$ cat config.mk
export PLATFORM = sky130hd
export DESIGN_NAME = phase_sync_pwm
export DESIGN_NICKNAME = d
export VERILOG_FILES = /design/src/rtl/pwm_sync_pkg.sv /design/src/rtl/sync_qualifier.sv /design/src/rtl/pwm_time_base.sv /design/src/rtl/pwm_action_ch.sv /design/src/rtl/phase_sync_pwm.sv
export SDC_FILE = /design/constraint.sdc
export NUM_CORES = 1
export LEC_CHECK = 0
export ABC_AREA = 0
export ABC_CLOCK_PERIOD_IN_PS = 3200
export BUFFER_PORTS_ARGS = -buffer_cell sky130_fd_sc_hd__clkbuf_2
export CAP_MARGIN = 20
export CORE_UTILIZATION = 58
export DETAILED_ROUTE_END_ITERATION = 12
export PLACE_DENSITY = 0.84
export SYNTH_ARGS = -nofsm -noshare
export SYNTH_HDL_FRONTEND = slang
export SYNTH_SLANG_ARGS = --single-unit
$ cat constraint.sdc
create_clock -name clk_i -period 3.2 [get_ports clk_i]
set_clock_uncertainty 0.05 [all_clocks]
set_input_delay 0 -clock clk_i [delete_from_list [all_inputs] [get_ports clk_i]]
set_output_delay 0 -clock clk_i [all_outputs]
set_load 0.01 [all_outputs]
$ cat src/rtl/pwm_sync_pkg.sv
package pwm_sync_pkg;
  typedef enum logic {SYNCO_PASS = 1'b0, SYNCO_ZERO = 1'b1} synco_sel_e;
  typedef enum logic {QUAL_SYNC = 1'b0, QUAL_BYPASS = 1'b1} qual_mode_e;
endpackage

$ cat src/rtl/sync_qualifier.sv
module sync_qualifier #(
  parameter int SYNC_STAGES = 2,
  parameter int EVT_STAGES  = 3
) (
  input  logic clk_i,
  input  logic rst_ni,
  input  logic pin_i,
  input  logic bypass_i,
  output logic evt_o
);
  logic [SYNC_STAGES-1:0] sync_q;
  logic [EVT_STAGES-1:0]  evt_q;
  logic qual, prev_q, edge_det;

  for (genvar i = 0; i < SYNC_STAGES; i++) begin : g_sync
    if (i == 0) begin : g_first
      always_ff @(posedge clk_i or negedge rst_ni)
        if (!rst_ni) sync_q[0] <= 1'b0;
        else         sync_q[0] <= pin_i;
    end else begin : g_next
      always_ff @(posedge clk_i or negedge rst_ni)
        if (!rst_ni) sync_q[i] <= 1'b0;
        else         sync_q[i] <= sync_q[i-1];
    end
  end

  assign qual = bypass_i ? pin_i : sync_q[SYNC_STAGES-1];

  always_ff @(posedge clk_i or negedge rst_ni)
    if (!rst_ni) prev_q <= 1'b0;
    else         prev_q <= qual;

  // rising edge only
  assign edge_det = qual & ~prev_q;

  // fixed event pipeline: latency independent of counter state
  for (genvar j = 0; j < EVT_STAGES; j++) begin : g_evt
    if (j == 0) begin : g_first
      always_ff @(posedge clk_i or negedge rst_ni)
        if (!rst_ni) evt_q[0] <= 1'b0;
        else         evt_q[0] <= edge_det;
    end else begin : g_next
      always_ff @(posedge clk_i or negedge rst_ni)
        if (!rst_ni) evt_q[j] <= 1'b0;
        else         evt_q[j] <= evt_q[j-1];
    end
  end

  assign evt_o = evt_q[EVT_STAGES-1];
endmodule

$ cat src/rtl/pwm_time_base.sv
module pwm_time_base #(
  parameter int CW = 16
) (
  input  logic          clk_i,
  input  logic          rst_ni,
  input  logic          freeze_i,
  input  logic          load_i,
  input  logic [CW-1:0] phase_i,
  input  logic          prd_wr_i,
  input  logic [CW-1:0] prd_val_i,
  output logic [CW-1:0] cnt_o,
  output logic [CW-1:0] prd_act_o,
  output logic          wrap_o
);
  logic [CW-1:0] cnt_q, prd_sh_q, prd_act_q;
  logic wrap;

  // >= recovers if a phase beyond the period was loaded
  assign wrap = !freeze_i && !load_i && (cnt_q >= prd_act_q);

  always_ff @(posedge clk_i or negedge rst_ni) begin
    if (!rst_ni) begin
      cnt_q     <= '0;
      prd_sh_q  <= '0;
      prd_act_q <= '0;
    end else begin
      if (prd_wr_i) prd_sh_q <= prd_val_i;
      if (wrap)     prd_act_q <= prd_sh_q;
      if (!freeze_i) begin
        if (load_i)    cnt_q <= phase_i;
        else if (wrap) cnt_q <= '0;
        else           cnt_q <= cnt_q + CW'(1);
      end
    end
  end

  assign cnt_o     = cnt_q;
  assign prd_act_o = prd_act_q;
  assign wrap_o    = wrap;
endmodule

$ cat src/rtl/pwm_action_ch.sv
module pwm_action_ch #(
  parameter int CW = 16
) (
  input  logic          clk_i,
  input  logic          rst_ni,
  input  logic          freeze_i,
  input  logic          wrap_i,
  input  logic [CW-1:0] cnt_i,
  input  logic          cmp_wr_i,
  input  logic [CW-1:0] cmp_val_i,
  output logic [CW-1:0] cmp_act_o,
  output logic          pwm_o
);
  logic [CW-1:0] cmp_sh_q, cmp_act_q;
  logic pwm_q;

  always_ff @(posedge clk_i or negedge rst_ni) begin
    if (!rst_ni) begin
      cmp_sh_q  <= '0;
      cmp_act_q <= '0;
      pwm_q     <= 1'b0;
    end else begin
      if (cmp_wr_i) cmp_sh_q <= cmp_val_i;
      if (wrap_i)   cmp_act_q <= cmp_sh_q;
      if (!freeze_i) begin
        // clear wins over set: compare 0 means 0% duty
        if (cnt_i == cmp_act_q) pwm_q <= 1'b0;
        else if (cnt_i == '0)   pwm_q <= 1'b1;
      end
    end
  end

  assign cmp_act_o = cmp_act_q;
  assign pwm_o     = pwm_q;
endmodule

$ cat src/rtl/phase_sync_pwm.sv
module phase_sync_pwm
  import pwm_sync_pkg::*;
#(
  parameter int CNT_W       = 16,
  parameter int SYNC_STAGES = 2,
  parameter int EVT_STAGES  = 3
) (
  input  logic             clk_i,
  input  logic             rst_ni,
  input  logic             prd_wr_i,
  input  logic [CNT_W-1:0] prd_val_i,
  input  logic             cmpa_wr_i,
  input  logic [CNT_W-1:0] cmpa_val_i,
  input  logic             cmpb_wr_i,
  input  logic [CNT_W-1:0] cmpb_val_i,
  input  logic [CNT_W-1:0] phase_val_i,
  input  logic             phase_en_i,
  input  logic             sync_out_sel_i,
  input  logic             freeze_i,
  input  logic             qual_async_i,
  input  logic             sync_in_i,
  output logic             pwm_a_o,
  output logic             pwm_b_o,
  output logic             sync_out_o
);
  localparam int NUM_CH = 2;

  logic             sync_evt, load;
  logic [CNT_W-1:0] cnt, prd_act;
  logic             wrap, cnt_zero;
  logic [NUM_CH-1:0] cmp_wr, pwm;
  logic [CNT_W-1:0] cmp_val [NUM_CH];
  logic [CNT_W-1:0] cmp_act [NUM_CH];
  synco_sel_e       so_sel;
  qual_mode_e       q_mode;

  assign so_sel = synco_sel_e'(sync_out_sel_i);
  assign q_mode = qual_mode_e'(qual_async_i);

  sync_qualifier #(
    .SYNC_STAGES(SYNC_STAGES),
    .EVT_STAGES (EVT_STAGES)
  ) u_qual (
    .clk_i   (clk_i),
    .rst_ni  (rst_ni),
    .pin_i   (sync_in_i),
    .bypass_i(q_mode == QUAL_BYPASS),
    .evt_o   (sync_evt)
  );

  assign load = sync_evt & phase_en_i;

  pwm_time_base #(.CW(CNT_W)) u_tb (
    .clk_i    (clk_i),
    .rst_ni   (rst_ni),
    .freeze_i (freeze_i),
    .load_i   (load),
    .phase_i  (phase_val_i),
    .prd_wr_i (prd_wr_i),
    .prd_val_i(prd_val_i),
    .cnt_o    (cnt),
    .prd_act_o(prd_act),
    .wrap_o   (wrap)
  );

  assign cnt_zero   = (cnt == '0);
  assign cmp_wr     = {cmpb_wr_i, cmpa_wr_i};
  assign cmp_val[0] = cmpa_val_i;
  assign cmp_val[1] = cmpb_val_i;

  for (genvar c = 0; c < NUM_CH; c++) begin : g_ch
    pwm_action_ch #(.CW(CNT_W)) u_ch (
      .clk_i    (clk_i),
      .rst_ni   (rst_ni),
      .freeze_i (freeze_i),
      .wrap_i   (wrap),
      .cnt_i    (cnt),
      .cmp_wr_i (cmp_wr[c]),
      .cmp_val_i(cmp_val[c]),
      .cmp_act_o(cmp_act[c]),
      .pwm_o    (pwm[c])
    );
  end

  assign pwm_a_o    = pwm[0];
  assign pwm_b_o    = pwm[1];
  assign sync_out_o = (so_sel == SYNCO_ZERO) ? (cnt_zero && !freeze_i) : sync_evt;
endmodule

==> flow_summary_export.csv, run 1 <==
group,metric,value,unit
drt,wl,14.6,mm
worst_setup_path,cp_data_required_time,3.61,ns
grt,grt_pass1_vias,4753,
finish,stdcell_count,804,
synthesis,synth_simple_gate_area_share,9.17,%
floorplanning,die_x,102,um
power,p_int,4.54,mW
synthesis,synthTopCellsByArea,"dfrtp_1 52%, mux2_2 9.7%, mux2_4 7.7%",
power,peakVddDrop,0.632,mV
timing,worst_slack,0.160,ns
place,place_congestion,0.917,
timing,setup_viol,0,
synthesis,synth_fa_ha_area_share,3.87,%
drt,vias,4378,
cts,cts-root-buf,"clkbuf_8",
drt,wl_met2,7.58,mm
synthesis,synth_xor_area_share,4.82,%
cts,clockBufferDepth,2,
grt,antenna_found_initial,0,
worst_setup_path,cp_max_fo,14,
finish,antenna_cells,0,
drt,route.detailed.drc,0,
synthesis,ys_seq_area_share,51.6,%
cts,cts_tree,"yes",
floorplanning,design.die.area,0.0104,mm^2
place,dp_slack,0.267,ns
grt,grt_overflow,0,
cts,clkTransAtPathRegs,0.07,ns
worst_setup_path,arrival,3.45,ns
synthesis,synth_cells,484,
synthesis,syn_area,0.00582,mm^2
power,swShare,35.1,%
floorplanning,rows,36,
finish,nNetsFinal,750,
cts,postCtsSetupBuffers,0,
floorplanning,die-height,102,um
grt,grt_start_max_net_pins,82,
synthesis,synth_top_family_by_area,"multiplexers",
synthesis,ys_types,44,
synthesis,synthArstFlopShare,100,%
timing,rsz0062_at_grt,"no",
job,maxCapViolCount,0,
finish,fillCellCount,573,
synthesis,yosysTopAreaCell,"dfrtp_1",
worst_setup_path,crit_path_end_kind,"flop",
worst_setup_path,path_cells,"inv_1, ha_1, nand2b_1, a2111oi_4, a2111oi_4, nor4_4, buf_6, a21oi_1, o22ai_1, dlygate4sd3_1",
timing,slew_viol_final,0,
finish,seqCellArea,0.00300,mm^2
finish,syn_to_final_growth,35.9,%
worst_setup_path,crit_type,"flop to flop",
timing,slew_headroom,69.8,%
grt,grt_pass1_wl,23.4,mm
drt,dr.pass1.iters,5,
synthesis,synth_most_common_cell,"dfrtp_1",
drt,via_per_inst,5.45,
floorplanning,start_util,59.8,%
grt,grt_usage,30.8,%
worst_setup_path,crit_top_cell,"a2111oi_4",
synthesis,avgSynthCellArea,12.0,um^2
synthesis,synth.top_cell.area_share,51.6,%
timing,worst_pin_slew,0.453,ns
timing,hold_viol,0,
timing,finalCriticalPeriod,3.04,ns
floorplanning,io_pins,77,
timing,tns,0,ns
finish,multiInputGateArea,0.00252,mm^2
worst_setup_path,cp_slowest_cell,"dlygate4sd3_1",
power,total_power,7.00,mW
power,p_clk_share,27.0,%
place,dp_hpwl,8.58,mm
power,p_comb_share,37.4,%
synthesis,synth-edff-count,0,
drt,wl_per_cell,18.1,um
drt,wl_met3,620,um
synthesis,synth-main-ff-cell,"dfrtp_1",
finish,fin_util,81.3,%
floorplanning,core_area,0.00973,mm^2
timing,fmax,329,MHz
drt,drt_iter0_markers,205,
finish,drive_gt1_share,30.7,%
drt,drt-met1-wl,5.97,mm
synthesis,syn_nets,576,
synthesis,synthTopCellsByCount,"120 x dfrtp_1, 50 x mux2_2, 35 x nand2_1",
synthesis,synth_mux_area_share,18.0,%
synthesis,ys_warn_count,0,
power,pwr-share-seq,35.6,%
place,place_inst,669,
timing,min_period_over_period,95.0,%
worst_setup_path,setup.worst_path.start_class,"flop",
power,powerDensity,885,mW/mm^2
worst_setup_path,cpPeakStageDelay,0.58,ns
cts,cts_sinks,120,
cts,numCtsBuffers,17,
drt,dr.max_layer_used,"met4",
drt,ant_nets,0,
cts,htreeDepth,4,
power,p_sw,2.46,mW
place,port-buffer-count,76,
power,p_leak,3.53,nW
synthesis,ys_ff_latch,120,
worst_hold_path,hold_class,"primary input to flop",
cts,clock_latency,0.53,ns
outcome,status,"completed",
synthesis,synth_compound_area_share,7.29,%
through the flow:
step                      instance area, um^2  hold WS, ns
after CTS                                7880      0.00563
after global placement                   6270      -0.0486
final                                    7910       0.0404
after floorplan                          5820       -0.346
after global routing                     7910       0.0337
after detailed placement                 6270      -0.0461
sequential cells by signal (all words and copies together) (netlist names):
register	flops
u_tb.prd_act_o	16
u_qual.evt_o	1
u_qual.sync_q	2
g_ch.u_ch.pwm_o	2
g_ch.u_ch.cmp_act_o	32
u_qual.evt_q	2
g_ch.u_ch.cmp_sh_q	32
u_tb.cnt_o	16
u_qual.prev_q	1
u_tb.prd_sh_q	16
layout by cell type, fill, tap and decap left out, types with 10 or more instances in the layout:
cell type and n:
nor2_1 13, o21ai_1 17, nand3_1 15, nand4_1 10
clkbuf_2 75, dlygate4sd3_1 101, nand2_1 35, dfrtp_1 120
mux2_4 30, clkbuf_16 16, mux2_2 50, inv_1 27
a21oi_1 18, xnor2_1 32, ha_1 18
metal layers:
| layer | GRT usage (%) | up-vias |
|---|---|---|
| met3 | 7.66 | 32 |
| li1 | - | 2052 |
| met5 | 0 | - |
| met2 | 53.6 | 134 |
| met4 | 13.6 | 0 |
| met1 | 36.0 | 2160 |
power by group through the flow:
stage | clock network (mW) | registers [mW] | logic, mW
floorplan | 0 | 2.24 | 2.10
global placement | 0 | 2.46 | 2.24
detailed placement | 0 | 2.49 | 2.36
CTS | 1.90 | 2.48 | 2.54
global route | 1.99 | 2.54 | 2.87
finish | 1.89 | 2.49 | 2.62
worst paths after layout:
check	start	end	slack, ns	cells after the start
worst max-delay path	u_tb.cnt_o[0]$_DFFE_PN0N_	u_tb.cnt_o[10]$_DFFE_PN0N_	0.16	10
worst min-delay path	cmpa_wr_i	g_ch[0].u_ch.cmp_sh_q[1]$_DFFE_PN0P_	0.04	2
worst max register to register	u_tb.cnt_o[0]$_DFFE_PN0N_	u_tb.cnt_o[10]$_DFFE_PN0N_	0.16	10
worst min register to register	u_qual.evt_q[0]$_DFF_PN0_	u_qual.evt_q[1]$_DFF_PN0_	0.30	0
max in group asynchronous	rst_ni	g_ch[0].u_ch.cmp_sh_q[3]$_DFFE_PN0P_	2.18	4
min in group asynchronous	rst_ni	u_tb.prd_sh_q[14]$_DFFE_PN0P_	0.49	4
worst max-delay path: cells and delay by family, from the launching register on:
| family | cells | cell delay [ns] |
|---|---|---|
| buffers and inverters | 3 | 0.91 |
| AOI/OAI and AO/OA | 4 | 0.77 |
| and+or+nand+nor | 2 | 0.45 |
| adders and majority gates | 1 | 0.31 |
| DFF | 1 | 0.48 |
repair_timing:
| item | in CTS | in global routing |
|---|---|---|
| hold buffers | 102 | 0 |
| setup endpoints to repair | 0 | 3 |
| gates resized for setup | 0 | 2 |
| endpoints found under the hold margin | 187 | 0 |
layout make-up:
| type | count | area share (%) |
|---|---|---|
| Sequential cell | 120 | 38.0 |
| Multi-Input combinational cell | 302 | 31.9 |
| Timing Repair Buffer | 190 | 19.4 |
| Clock buffer | 18 | 5.29 |
| Tap cell | 133 | 2.11 |
| Clock inverter | 14 | 2.06 |
| Inverter | 27 | 1.28 |
kinds of logic after synthesis:
family          Yosys count
flops                   120
simple gates            103
xor+xnor                 32
compound gates           66
fa+ha+maj                18
buf+inv                  62
mux                      83
(Power assumes the default switching activity.)
==> run 2, diff against run 1 <==
--- a/config.mk
+++ b/config.mk
@@ -12,2 +12,3 @@
 export CORE_UTILIZATION = 58
+export CTS_CLUSTER_DIAMETER = 100
 export DETAILED_ROUTE_END_ITERATION = 12
==> constraint.sdc (replaced) <==
create_clock -name clk_i -period 3.2 [get_ports clk_i]
set_clock_uncertainty 0.05 [all_clocks]
set_input_delay 0.8 -clock clk_i [delete_from_list [all_inputs] [get_ports clk_i]]
set_output_delay 0.8 -clock clk_i [all_outputs]
set_load 0.01 [all_outputs]
==> run 2 against run 1 <==
  * Non-clock buffer count down 94
  * Via count fell by 9.1%
  * Critical endpoint is now sync_out_o
  * Routed wire length is 14% lower
  * Register-to-register slack better by 0.09 ns
  * Final cell count shrank 12%
==> flow_summary_export.csv, run 2 (same netlist as run 1, synthesis figures left out) <==
group,metric,value,unit
cts,numCtsBuffers,17,
timing,finalCriticalPeriod,3.03,ns
drt,wl,12.5,mm
finish,antenna_cells,0,
power,powerDensity,980,mW/mm^2
cts,postCtsSetupBuffers,0,
finish,syn_to_final_growth,18.8,%
finish,drive_gt1_share,37.0,%
power,peakVddDrop,0.441,mV
timing,fmax,330,MHz
outcome,status,"completed",
timing,setup_viol,0,
cts,cts_resized,0,
floorplanning,rows,36,
worst_setup_path,crit_type,"flop to output port",
drt,via_per_inst,5.61,
timing,worst_pin_slew,0.679,ns
worst_setup_path,ff2ff_path_depth,7,
timing,tns,0,ns
power,total_power,6.78,mW
finish,fillCellCount,679,
finish,final_common_cell,"dfrtp_1",
worst_setup_path,setup.worst_path.start_class,"flop",
cts,htreeDepth,4,
timing,worst_slack,0.167,ns
drt,drt_iter0_markers,194,
worst_setup_path,cp_max_fo,6,
grt,grt_start_max_net_pins,53,
place,port-buffer-count,76,
timing,hold_viol,0,
worst_setup_path,crit_path_end_kind,"output port",
grt,grt_overflow,0,
grt,grt_pass1_vias,4214,
floorplanning,core_area,0.00973,mm^2
cts,clkTransAtPathRegs,0.06,ns
cts,clock_latency,0.52,ns
place,placed_area,0.00634,mm^2
grt,grt_usage,26.7,%
worst_hold_path,hold_class,"primary input to asynchronous set/reset pin",
place,dp_slack,0.295,ns
drt,vias,3980,
cts,clockBufferDepth,2,
drt,wl_per_cell,17.7,um
floorplanning,die_x,102,um
worst_setup_path,arrival,2.18,ns
worst_setup_path,cp_data_required_time,2.35,ns
floorplanning,start_util,59.8,%
timing,slew_headroom,54.7,%
floorplanning,design.die.area,0.0104,mm^2
cts,cts-root-buf,"clkbuf_8",
finish,nNetsFinal,656,
place,dp_hpwl,8.87,mm
drt,dr.pass1.iters,4,
place,place_congestion,0.885,
floorplanning,die-height,102,um
grt,antenna_found_initial,0,
floorplanning,io_pins,77,
cts,cts_tree,"yes",
grt,grt_pass1_wl,20.7,mm
cts,cts_sinks,120,
drt,route.detailed.drc,0,
finish,stdcell_area,0.00691,mm^2
power,p_leak,3.14,nW
timing,rsz0062_at_grt,"no",
cts,postCtsHoldBufs,0,
timing,slew_viol_final,0,
finish,layout_common_cells,"120 x dfrtp_1, 75 x clkbuf_2, 50 x mux2_2, 35 x nand2_1, 32 x xnor2_1",
job,maxCapViolCount,0,
timing,min_period_over_period,94.8,%
drt,ant_nets,0,
[run 2: critical path: stages, from the launching register on]
cell	delay, ns
dfrtp_1	0.45
inv_1	0.16
ha_1	0.19
nor4b_1	0.21
and4_1	0.34
mux2_2	0.19
clkbuf_2	0.12
[run 2: path summary, 6_finish.rpt]
check,start,endpoint,slack [ns]
setup reg to reg,u_tb.cnt_o[13]$_DFFE_PN0N_,g_ch[0].u_ch.cmp_act_o[5]$_DFFE_PN0N_,0.25
setup / recovery,u_tb.cnt_o[0]$_DFFE_PN0N_,sync_out_o,0.17
min in group clk_i,u_qual.evt_q[1]$_DFF_PN0_,u_qual.evt_o$_DFF_PN0_,0.31
hold / removal,rst_ni,u_tb.prd_sh_q[10]$_DFFE_PN0P_,0.26
hold reg to reg,u_qual.evt_q[1]$_DFF_PN0_,u_qual.evt_o$_DFF_PN0_,0.31
max in group asynchronous,rst_ni,g_ch[1].u_ch.cmp_act_o[3]$_DFFE_PN0N_,2.05
[run 2: cell type report]
type / count / area [um^2] / area share (%)
tap: 133 / 166 / 2.41
sequential: 120 / 3000 / 43.4
timing repair buffer: 96 / 558 / 8.07
clock inverter: 13 / 144 / 2.08
clock buffer: 18 / 428 / 6.19
inverter: 27 / 101 / 1.47
multi-input combinational: 302 / 2510 / 36.3
[run 2: through the flow]
stage	cells	hold WS, ns	util, %
final	709	0.263	71.0
after global routing	709	0.314	71.0
after CTS	709	0.276	71.0
after detailed placement	678	0.296	65.2
after global placement	678	0.282	65.2
after floorplan	484	0.281	-
[run 2: layer usage]
layer | routed length [um] | global-route usage (%) | up-vias
met1 | 5230 | 33.2 | 1942
li1 | - | - | 1861
met2 | 6240 | 43.9 | 139
met4 | 399 | 15.2 | 0
met3 | 645 | 4.99 | 38
met5 | 0 | 0 | -
[run 2: power by group]
group | total (mW) | internal (mW) | leakage [nW] | switching (mW)
logic | 2.54 | 1.31 | 1.42 | 1.23
clock network | 1.85 | 1.13 | 0.282 | 0.719
registers | 2.39 | 2.00 | 1.44 | 0.388
